`config.mk`:
```
export PLATFORM = sky130hd
export DESIGN_NAME = irq_type_responder
export DESIGN_NICKNAME = d
export VERILOG_FILES = /design/src/rtl/irq_resp_pkg.sv /design/src/rtl/irq_ack_ctrl.sv /design/src/rtl/irq_type_path.sv /design/src/rtl/irq_type_responder.sv
export SDC_FILE = /design/constraint.sdc
export NUM_CORES = 1
export LEC_CHECK = 0
export ABC_AREA = 0
export BUFFER_PORTS_ARGS = -buffer_cell sky130_fd_sc_hd__buf_2
export CAP_MARGIN = 20
export CORE_MARGIN = 10
export CORE_UTILIZATION = 30
export CTS_BUF_LIST = sky130_fd_sc_hd__clkbuf_16
export CTS_CLUSTER_SIZE = 12
export DETAILED_ROUTE_END_ITERATION = 12
export SLEW_MARGIN = 20
export SYNTH_ARGS = -nofsm -noshare
export SYNTH_HDL_FRONTEND = slang
export SYNTH_SLANG_ARGS = --single-unit
```
`constraint.sdc`:
```
create_clock -name clk -period 3 [get_ports clk]
set_clock_uncertainty 0.15 [all_clocks]
set_input_delay 0.6 -clock clk [delete_from_list [all_inputs] [get_ports clk]]
set_output_delay 0.6 -clock clk [all_outputs]
set_load 0.01 [all_outputs]
```
`src/rtl/irq_resp_pkg.sv`:
```
package irq_resp_pkg;
  typedef enum logic [1:0] {
    ACK_IDLE   = 2'd0,
    ACK_FIRST  = 2'd1,
    ACK_SECOND = 2'd2
  } ackPhase_t;

  typedef struct packed {
    logic capture;
    logic drive;
  } ackStrobe_t;
endpackage

```
`src/rtl/irq_ack_ctrl.sv`:
```
module irq_ack_ctrl
  import irq_resp_pkg::*;
(
  input  logic       clk,
  input  logic       rstN,
  input  logic       ackN,
  input  logic       anyActive,
  output ackStrobe_t strobes,
  output logic       intReq
);
  ackPhase_t phase, phaseNext;
  logic ackPrevN;
  logic ackFall, ackRise;
  logic captureNow;

  assign ackFall = ackPrevN & ~ackN;
  assign ackRise = ~ackPrevN & ackN;

  always_comb begin
    phaseNext  = phase;
    captureNow = 1'b0;
    case (phase)
      ACK_IDLE: if (ackFall) begin
        phaseNext  = ACK_FIRST;
        captureNow = 1'b1;
      end
      ACK_FIRST:  if (ackFall) phaseNext = ACK_SECOND;
      ACK_SECOND: if (ackRise) phaseNext = ACK_IDLE;
      default:    phaseNext = ACK_IDLE;
    endcase
  end

  always_ff @(posedge clk) begin
    if (!rstN) begin
      phase    <= ACK_IDLE;
      ackPrevN <= 1'b1;
      intReq   <= 1'b0;
    end else begin
      phase    <= phaseNext;
      ackPrevN <= ackN;
      intReq   <= anyActive && (phaseNext == ACK_IDLE);
    end
  end

  assign strobes.capture = captureNow;
  assign strobes.drive   = (phase == ACK_SECOND);


  req_drop_chk: assert property (@(posedge clk) disable iff (!rstN)
    (phase != ACK_IDLE) |-> !intReq);


  second_exit_chk: assert property (@(posedge clk) disable iff (!rstN)
    (phase == ACK_SECOND) |=> (phase == ACK_SECOND || phase == ACK_IDLE));


  drive_start_chk: assert property (@(posedge clk) disable iff (!rstN)
    $rose(strobes.drive) |-> !$past(ackN));
endmodule

```
`src/rtl/irq_type_path.sv`:
```
module irq_type_path
  import irq_resp_pkg::*;
#(
  parameter int                NUM_REQ   = 8,
  parameter int                TYPE_W    = 8,
  parameter logic [TYPE_W-1:0] TYPE_BASE = 8'hA0,
  parameter int                IDX_LSB   = 4
) (
  input  logic              clk,
  input  logic              rstN,
  input  logic [NUM_REQ-1:0] reqN,
  input  ackStrobe_t        strobes,
  output logic              anyActive,
  output logic [TYPE_W-1:0] busData,
  output logic              busEn
);
  localparam int IDX_W = (NUM_REQ > 1) ? $clog2(NUM_REQ) : 1;

  logic [NUM_REQ-1:0] activeVec;
  logic [IDX_W-1:0]   winIdx, capIdx;
  logic               capValid;
  logic [TYPE_W-1:0]  typeByte;

  assign activeVec = ~reqN;
  assign anyActive = |activeVec;

  always_comb begin
    winIdx = '0;
    for (int i = 0; i < NUM_REQ; i++) begin
      if (activeVec[i]) winIdx = IDX_W'(i);
    end
  end

  always_ff @(posedge clk) begin
    if (!rstN) begin
      capIdx   <= '0;
      capValid <= 1'b0;
    end else if (strobes.capture) begin
      capIdx   <= winIdx;
      capValid <= anyActive;
    end
  end

  always_comb begin
    typeByte = TYPE_BASE;
    for (int b = 0; b < IDX_W; b++) begin
      typeByte[IDX_LSB+b] = ~capIdx[b];
    end
  end

  assign busEn   = strobes.drive & capValid;
  assign busData = busEn ? typeByte : '0;


  hold_code_chk: assert property (@(posedge clk) disable iff (!rstN)
    !strobes.capture |=> $stable(capIdx));
endmodule

```
`src/rtl/irq_type_responder.sv`:
```
module irq_type_responder
  import irq_resp_pkg::*;
#(
  parameter int                NUM_REQ   = 8,
  parameter int                TYPE_W    = 8,
  parameter logic [TYPE_W-1:0] TYPE_BASE = 8'hA0,
  parameter int                IDX_LSB   = 4
) (
  input  logic               clk,
  input  logic               rstN,
  input  logic [NUM_REQ-1:0] reqN,
  input  logic               ackN,
  output logic               intReq,
  output logic [TYPE_W-1:0]  busData,
  output logic               busEn
);
  ackStrobe_t strobes;
  logic anyActive;

  irq_ack_ctrl i_ctrl (
    .clk       (clk),
    .rstN      (rstN),
    .ackN      (ackN),
    .anyActive (anyActive),
    .strobes   (strobes),
    .intReq    (intReq)
  );

  irq_type_path #(
    .NUM_REQ   (NUM_REQ),
    .TYPE_W    (TYPE_W),
    .TYPE_BASE (TYPE_BASE),
    .IDX_LSB   (IDX_LSB)
  ) i_path (
    .clk       (clk),
    .rstN      (rstN),
    .reqN      (reqN),
    .strobes   (strobes),
    .anyActive (anyActive),
    .busData   (busData),
    .busEn     (busEn)
  );


  released_bus_chk: assert property (@(posedge clk) disable iff (!rstN)
    !busEn |-> (busData == '0));
endmodule

```
==> key figures <==
GRT
  – Global-route wire length before repair: roughly 1700 µm
  – Largest net degree at the start of global routing: 9
  – Grt total ovfl: 0
  – Initial antenna violation count: 0
  – Vias in the first global route: around 370
  – GRT Resource Usage Total: around 6.6%

Clocking
  – CTS clock-pin slew for the worst setup and hold paths: about 0.04 ns
  – Clk Tree Root Cell: clkbuf_16
  – Post-cts hold buffer count: 0
  – CTS tree: yes
  – Clock latency on the worst-skew pair: 0.23 ns
  – H-tree levels: 1
  – Setup bufs post-CTS: 0
  – Post-cts resize count: 0
  – Deepest clock path buffer count: 2
  – CTS buffer count: 3
  – CTS sink cnt: 8

Route
  – Post-route ant nets: 0
  – DR DRC count: 0
  – Wire length per cell: 12.3 µm
  – Wirelength, routed: 1010 µm
  – DRT Pass-1 Iters: 3
  – Vias post-DR: about 380
  – Via/cell ratio: approximately 4.6
  – Initial DRC Count: 6

Synth
  – Yosys warns: 0
  – Synth Register Bits: 8
  – Mapped cell area: 424 µm²
  – Seq/Total Area, Yosys: ~38%
  – Cells after Synth: 50
  – Synth cell types: 23
  – Mapped Avg Cell Area: 8.48 µm²

Critical path
  – Startpoint types: flop
  – Reg2Reg Depth: 3
  – Worst r2r src: i_ctrl.ackPrevN
  – Worst setup EP type: output pin
  – CP peak stage delay: between 0.4 and 0.5 ns
  – Crit Path Class: flop to output pin
  – Slowest CP cell: dfxtp_1
  – Worst r2r dst: i_path.capIdx[2]
  – Crit-path cells: and2b_2 -> nand2_1 -> inv_1 -> buf_2
  – Critical path arrival: 1.25 ns
  – WP data required: 2.25 ns
  – R2R Setup Slk: 1.63 ns
  – Crit-path max FO: 5

Floorplanning
  – I/O pin cnt: 21
  – Core area: 1320 µm²
  – Chip height: 57.6 µm
  – Initial core utilization: 32.2%
  – Row count: 13
  – Die X: roughly 58 µm
  – Die area: 3320 µm²

Run
  – Max-cap check violation count: 0

Placement
  – Dpl ws: approximately 1.2 ns
  – Buffers on Ports: 16
  – Gpl congestion: 0.718
  – Placed wire-length estimate: about 830 µm

Pwr
  – Leak: 0.277 nW
  – PwrDens: between 600 and 700 nW/µm²
  – VDD IR max: 0.475 mV
  – Post-route total power: 0.392 mW

Worst hold path
  – Type of the most critical hold path: flop to flop
  – Hold Startpoint: i_path.capIdx[2]
  – Hold path cells: 2
  – Hold path endpoint: i_path.capIdx[2]

STA
  – Setup ws final: 0.997 ns
  – Post-Route Setup TNS: 0 ns
  – Fin crit share: 66.8%
  – Final setup viols: 0
  – Pins Over Slew Limit: 0
  – Max Fclk: 499 MHz
  – Final Hold Vio Count: 0
  – Crit path time final: 2.00 ns
  – RSZ-0062 raised after global routing: false

Cells and area
  – Antenna fix cells: 0
  – # fillers: 135
  – Area of the multi-input gates: 230 µm²
  – Commonest non-fill, non-tap cell in the layout: buf_2
  – Layout area overhead: 34.8%
  – Sequential cell area: between 150 and 200 µm²
  – NumNets Final: 80
  – Most frequent cells in the layout: buf_2 (16), dfxtp_1 (8), nand2_1 (5)
  – Layout cells sized above 1: about a third

Run status
  – Outcome: completed
-- worst max-delay path, delay by kind of cell (launching register included) --
family        cells  cell delay [ns]
flops             1             0.42
simple gates      2             0.40
buf+inv           2             0.20
-- Yosys cell counts --
master | number | area share, %
nand2_1 | 5 | 4.4
nor2_1 | 4 | 3.5
and2b_2 | 1 | 2.1
mux2i_1 | 1 | 2.4
o21ai_0 | 4 | 4.7
a21oi_1 | 2 | 2.4
nor2b_1 | 4 | 5.9
a31oi_1 | 1 | 1.5
dfxtp_1 | 8 | 38
nand2b_1 | 1 | 1.5
o221ai_1 | 1 | 2.1
inv_1 | 2 | 1.8
nor3_1 | 1 | 1.2
a41oi_1 | 1 | 2.1
nor4b_1 | 1 | 2.1
nor4b_4 | 1 | 5.6
a211oi_1 | 1 | 1.8
nand3_1 | 2 | 2.4
buf_4 | 5 | 8.9
conb_1 | 1 | 0.88
nor3b_1 | 1 | 1.8
xnor2_1 | 1 | 2.1
nand4_1 | 1 | 1.5
-- report_power, final --
part | total, mW | internal (mW) | switching (mW)
combinational | 0.0477 | 0.0234 | 0.0243
clock | 0.217 | 0.171 | 0.0462
sequential | 0.127 | 0.118 | 0.00859
-- through the flow --
stage / cell area [µm²] / instances / hold slack [ns] / util [%]
after floorplan: 435 / 53 / 0.333 / -
after global placement: 497 / 79 / 0.366 / 37.7
after detailed placement: 497 / 79 / 0.365 / 37.7
after CTS: 572 / 82 / 0.378 / 43.4
after global routing: 572 / 82 / 0.433 / 43.4
final: 572 / 82 / 0.371 / 43.4
-- kinds of logic (layout without fill, tap and decap cells) --
logic type	count (synthesis)	count (layout)	share of synthesized area [%]
AND/OR/NAND/NOR	22	22	31.9
AO/OA/AOI/OAI	10	10	14.5
flip-flops	8	8	37.8
buffers and inverters	7	21	10.6
other	1	4	0.884
XOR/XNOR	1	1	2.07
multiplexers	1	1	2.36
-- registers in the layout, summed over array words and instances (netlist names) --
signal,cells
i_ctrl.phase,2
i_path.capValid,1
i_ctrl.intReq,1
i_path.capIdx,3
i_ctrl.ackPrevN,1
-- worst max path at each step --
stage,endpoint,slack [ns],from,cells after the start
floorplan,busData[7],1.26,i_ctrl.phase[0],4
global placement,busData[7],1.25,i_ctrl.phase[0],4
global route,busData[4],0.85,i_ctrl.phase[1],4
detailed placement,busData[7],1.23,i_ctrl.phase[0],4
finish,busData[7],1.0,i_ctrl.phase[0],4
CTS,busData[7],0.98,i_ctrl.phase[0],4
-- metal layers --
metal	up-vias	global-route usage (%)	wire, µm
met1	167	6.12	399
li1	202	-	-
met3	0	5.53	92
met2	10	10.7	520
met4	0	2.01	0
met5	-	0	0
-- cell type report --
type / instances / area share (%)
multi-input cells: 38 / 40.3
flip-flops and latches: 8 / 28.0
repair buffers: 16 / 14.0
clock buffers: 3 / 13.1
well taps: 15 / 3.28
inverters: 2 / 1.31
Note: power is estimated with default switching activity, not from simulation.
